**src/rtl/qmi_pkg.sv**
```systemverilog
package qmi_pkg;
  localparam int IN_W      = 6;
  localparam int ST_W      = 6;
  localparam int EN_BIT    = 3;
  localparam int POLX_BIT  = 6;
  localparam int POLY_BIT  = 7;
  localparam int CTRL_W    = 8;
  localparam int RD_W      = 8;
  localparam logic [RD_W-ST_W-1:0] RD_TOP = '1;

  typedef struct packed {
    logic xa;
    logic xb;
    logic ya;
    logic yb;
    logic bl;
    logic br;
  } qmi_in_t;
endpackage

```
**src/rtl/qmi_sync.sv**
```systemverilog
module qmi_sync #(
  parameter int W = 6
) (
  input  logic         clk,
  input  logic         rst_n,
  input  logic [W-1:0] d_i,
  output logic [W-1:0] q_o
);
  logic [W-1:0] meta_q;
  logic [W-1:0] stab_q;

  always_ff @(posedge clk or negedge rst_n) begin
    if (!rst_n) begin
      meta_q <= '0;
      stab_q <= '0;
    end else begin
      meta_q <= d_i;
      stab_q <= meta_q;
    end
  end

  assign q_o = stab_q;
endmodule

```
**src/rtl/qmi_axis.sv**
```systemverilog
module qmi_axis #(
  parameter bit DIR_FROM_B = 1'b0
) (
  input  logic clk,
  input  logic rst_n,
  input  logic a_i,
  input  logic b_i,
  input  logic pol_i,
  input  logic en_i,
  output logic irq_hi_o,
  output logic irq_lo_o
);
  logic st, sel, fire;
  logic prev_q, hi_q, lo_q;
  logic prev_d, hi_d, lo_d;

  generate
    if (DIR_FROM_B) begin : g_sel_b
      assign sel = b_i;
    end else begin : g_sel_a
      assign sel = a_i;
    end
  endgenerate

  always_comb begin
    st     = a_i ^ b_i ^ pol_i;
    fire   = en_i & st & ~prev_q;
    prev_d = st;
    hi_d   = fire & sel;
    lo_d   = fire & ~sel;
  end

  always_ff @(posedge clk or negedge rst_n) begin
    if (!rst_n) begin
      prev_q <= 1'b0;
      hi_q   <= 1'b0;
      lo_q   <= 1'b0;
    end else begin
      prev_q <= prev_d;
      hi_q   <= hi_d;
      lo_q   <= lo_d;
    end
  end

  assign irq_hi_o = hi_q;
  assign irq_lo_o = lo_q;

  // one-clock pulse, never both outputs at once
  a_r6_single_pulse: assert property (@(posedge clk) disable iff (!rst_n)
    (irq_hi_o || irq_lo_o) |=> !(irq_hi_o || irq_lo_o));
  a_r6_exclusive: assert property (@(posedge clk) disable iff (!rst_n)
    !(irq_hi_o && irq_lo_o));
  // disabled sample raises nothing
  a_r6_disabled_quiet: assert property (@(posedge clk) disable iff (!rst_n)
    !en_i |=> !(irq_hi_o || irq_lo_o));
endmodule

```
**src/rtl/qmi_mouse_irq.sv**
```systemverilog
module qmi_mouse_irq
  import qmi_pkg::*;
(
  input  logic              clk,
  input  logic              rst_n,
  input  logic              xa_i,
  input  logic              xb_i,
  input  logic              ya_i,
  input  logic              yb_i,
  input  logic              btn_l_i,
  input  logic              btn_r_i,
  input  logic [CTRL_W-1:0] ctrl_i,
  input  logic [CTRL_W-1:0] pol_i,
  input  logic              wr_i,
  output logic [RD_W-1:0]   rdata_o,
  output logic              irq_left_o,
  output logic              irq_right_o,
  output logic              irq_up_o,
  output logic              irq_down_o
);
  qmi_in_t raw, syn;
  logic [IN_W-1:0] syn_bits;
  logic [ST_W-1:0] status_q, status_d;
  logic en;

  assign raw = '{xa: xa_i, xb: xb_i, ya: ya_i, yb: yb_i, bl: btn_l_i, br: btn_r_i};
  assign en  = ctrl_i[EN_BIT];

  qmi_sync #(.W(IN_W)) u_sync (
    .clk   (clk),
    .rst_n (rst_n),
    .d_i   (raw),
    .q_o   (syn_bits)
  );
  assign syn = qmi_in_t'(syn_bits);

  qmi_axis #(.DIR_FROM_B(1'b0)) u_axis_x (
    .clk      (clk),
    .rst_n    (rst_n),
    .a_i      (syn.xa),
    .b_i      (syn.xb),
    .pol_i    (pol_i[POLX_BIT]),
    .en_i     (en),
    .irq_hi_o (irq_left_o),
    .irq_lo_o (irq_right_o)
  );

  qmi_axis #(.DIR_FROM_B(1'b1)) u_axis_y (
    .clk      (clk),
    .rst_n    (rst_n),
    .a_i      (syn.ya),
    .b_i      (syn.yb),
    .pol_i    (pol_i[POLY_BIT]),
    .en_i     (en),
    .irq_hi_o (irq_down_o),
    .irq_lo_o (irq_up_o)
  );

  always_comb begin
    if (wr_i) begin
      status_d = '0;
    end else begin
      status_d = {syn.br, syn.bl,
                  en ? 4'b0000 : {syn.xa, syn.xb, syn.ya, syn.yb}};
    end
  end

  always_ff @(posedge clk or negedge rst_n) begin
    if (!rst_n) status_q <= '0;
    else        status_q <= status_d;
  end

  assign rdata_o = {RD_TOP, status_q};

  // a write leaves the cleared byte visible for one cycle
  a_r9_write_clears: assert property (@(posedge clk) disable iff (!rst_n)
    wr_i |=> (rdata_o == 8'hC0));
  // enabled mode hides the phase bits
  a_r7_enabled_hides: assert property (@(posedge clk) disable iff (!rst_n)
    en |=> (rdata_o[3:0] == 4'b0000));
  // upper bits always set
  a_r8_top_bits: assert property (@(posedge clk) disable iff (!rst_n)
    rdata_o[7:6] == 2'b11);
  // the axes' pulses each last one clock
  a_r6_left_pulse: assert property (@(posedge clk) disable iff (!rst_n)
    irq_left_o |=> !irq_left_o);
endmodule

```
**config.mk**
```make
export PLATFORM = sky130hd
export DESIGN_NAME = qmi_mouse_irq
export DESIGN_NICKNAME = d
export VERILOG_FILES = /design/src/rtl/qmi_pkg.sv /design/src/rtl/qmi_sync.sv /design/src/rtl/qmi_axis.sv /design/src/rtl/qmi_mouse_irq.sv
export SDC_FILE = /design/constraint.sdc
export NUM_CORES = 1
export LEC_CHECK = 0
export ABC_AREA = 1
export BUFFER_PORTS_ARGS = -buffer_cell sky130_fd_sc_hd__buf_4
export CORE_UTILIZATION = 44
export CTS_BUF_LIST = sky130_fd_sc_hd__clkbuf_8
export DETAILED_ROUTE_END_ITERATION = 10
export MAX_ROUTING_LAYER = met4
export PLACE_DENSITY = 0.75
export RECOVER_POWER = 50
export SYNTH_ARGS = -nofsm -noshare
export SYNTH_HDL_FRONTEND = slang
export SYNTH_HIERARCHICAL = 1
export SYNTH_SLANG_ARGS = --single-unit
```
**constraint.sdc**
```tcl
create_clock -name clk -period 1.15 [get_ports clk]
set_clock_uncertainty 0.15 [all_clocks]
set_input_delay 0.1725 -clock clk [delete_from_list [all_inputs] [get_ports clk]]
set_output_delay 0.1725 -clock clk [all_outputs]
set_load 0.02 [all_outputs]
```
==> reports/metrics.cfg <==
[run_status]
status=completed

[critical_path]
cpMaxStageDelayCell=dfrtp_1
rr_startpoint=u_sync/q_o[5]
path_buf_inv=1
cpLargestDelayFamily=flip-flops
critPathMaxStageDelay_ns=0.38
startpoint_type=flop
arrival_ns=0.79
crit_type=reg -> out
critical_path_peak_fanout=1
crit_chain=buf_4
startpoint=status_q[4]
required_ns=0.83
worstSetupEndpointType=output port

[timing]
period_minus_slack_ns=1.11
max_freq_mhz=901
hold_viol=0
relSlewSlack=0.629
hold_ws_ns=0.201
period_share=0.965
maxSlewViolCount=0
rsz0062_at_grt=false
worstMarginPinSlew_ns=0.557
setup_violations=0
layout_setup_ws_ns=0.0404
setup_tns_ns=0

[clock_network]
clockBufferDepth=2
cts_sinks=24
cts_setup_buffers=0
clk_latency_ns=0.26
numCtsBuffers=3
clkTransAtPathRegs_ns=0.07
cts_tree=yes
root_buffer=clkbuf_8
cts_max_level=1

[route]
drt_iter0_markers=7
route.detailed.drc=0
drtAntennaViolNets=0
vias_per_cell=4.19
first_pass_iters=4
wl_per_cell_um=8.84
num_vias=565
drt-total-wl_um=1190

[place]
placed_area_mm2=0.00100
place_congestion=0.687
pre_cts_ws_ns=0.176
port-buffer-count=21
hpwl_um=787

[logic_synthesis]
synthAdderAreaFrac=0
ys_ff_latch=24
yosysUniqueCellTypes=10
synth_top_family_by_area=simple AND/OR/NAND/NOR gates
synthCells=76
syn_area_um2=826
yosysWarnings=6
avgSynthCellArea_um2=10.9
synthMuxAreaShare=0
synth-simple-area-share=0.182
synthXorXnorAreaFrac=0
yosysSeqAreaShare=0.727
synth_compound_area_frac=0

[finish]
final_cell_mix=dfrtp_1 (24), buf_4 (20), nand2_1 (19), inv_1 (14), dlygate4sd3_1 (11)
antenna-diode-count=0
layout-area-overhead-vs-synth_pct=39.8
fin_nets=137
layout_commonest_cell=dfrtp_1
drive_above_1_share=0.273
fin_area_mm2=0.00115

[die]
die_area_mm2=0.00205
start_util=0.473
io_pins=37
rows=15
die_x_um=45.3
coreArea_mm2=0.00175
die_h_um=45.3

[pwr]
clkPwrFrac=0.301
sw_frac_of_total=0.223
powerDensity_mw_per_mm2=1340
p_leak_nw=0.650
internal-power_mw=1.20
vdd_drop_max_mv=0.666
netSwitchingPower_mw=0.345
seqPwrFrac=0.581
power_frac_comb=0.118

[global_route]
grt-ovfl-total=0
track_usage=0.151
grt_pass1_wl_um=2040
grt_start_max_net_pins=25
antenna_found_initial=0
grt_pass1_vias=560

[min_path]
min_from=u_sync/meta_q[3]
hold_path.class=reg -> reg

[job]
maxCapViolCount=0

-- Yosys cell counts (all sizes together) --
| library cell | count | share of area |
|---|---|---|
| nand2 | 22 | 0.11 |
| nor2 | 6 | 0.027 |
| conb | 1 | 0.0045 |
| buf | 2 | 0.018 |
| dfrtp | 24 | 0.73 |
| nor3 | 2 | 0.024 |
| nand3 | 4 | 0.024 |
| inv | 15 | 0.068 |
-- cell families (layout without fill, tap and decap cells) --
logic type / count (synthesis) / count (layout)
simple gates: 34 / 34
buf+inv: 17 / 50
flops: 24 / 24
other cells: 1 / 2
-- state kept, by name (all words and copies together), names as in the netlist --
signal	cells
u_sync/meta_q	6
u_sync/q_o	6
status_q	6
u_axis_x/irq_hi_o	1
u_axis_x/prev_q	1
u_axis_y/irq_lo_o	1
u_axis_y/irq_hi_o	1
u_axis_x/irq_lo_o	1
u_axis_y/prev_q	1
-- worst register-to-register path, stage by stage (launching register included) --
cell,delay (ns)
dfrtp_1,0.40
inv_1,0.12
nand2_1,0.08
nand3_1,0.07
nand2_1,0.05
-- power by group through the flow --
stage,Combinational [mW],Clock [mW],Sequential (mW)
floorplan,0.0609,0,0.933
global placement,0.148,0,0.915
detailed placement,0.154,0,0.917
CTS,0.183,0.485,0.900
global route,0.203,0.517,0.905
finish,0.182,0.467,0.900
-- cell type report --
cell class,instances,area (um2)
multi-input cells,36,160
repair buffers,32,265
fillers,138,591
well taps,25,31.3
flip-flops and latches,24,601
clock buffers,3,41.3
inverters,15,56.3
-- repair_timing --
item / in CTS / in global routing
endpoints found under the setup margin: 0 / 2
hold buffers: 11 / 0
resized for setup: 0 / 1
hold endpoints to repair: 38 / 0
-- per-stage QoR --
stage	total power [mW]	cells	util
2_1_floorplan	0.994	77	-
3_3_place_gp	1.06	121	0.575
3_5_place_dp	1.07	121	0.575
4_1_cts	1.57	135	0.662
5_1_grt	1.62	135	0.662
6_report	1.55	135	0.662
-- final timing paths --
check | slack, ns | to | cells past startpoint
worst max-delay path | 0.04 | rdata_o[4] | 1
worst min-delay path | 0.20 | u_sync/q_o[3] | 0
worst max register to register | 0.18 | u_axis_x/prev_q | 4
worst min register to register | 0.20 | u_sync/q_o[3] | 0
max in group asynchronous | 0.20 | u_sync/q_o[2] | 2
min in group asynchronous | 0.28 | status_q[5] | 2
-- per-layer routing --
layer  up-vias  routed length [um]  global-route usage
met3         2                  60              0.0360
met5         -                   0                   -
met2        20                 631               0.272
li1        283                   -                   -
met4         0                   4              0.0909
met1       260                 497               0.143
Power figures use the tool's default switching activity.
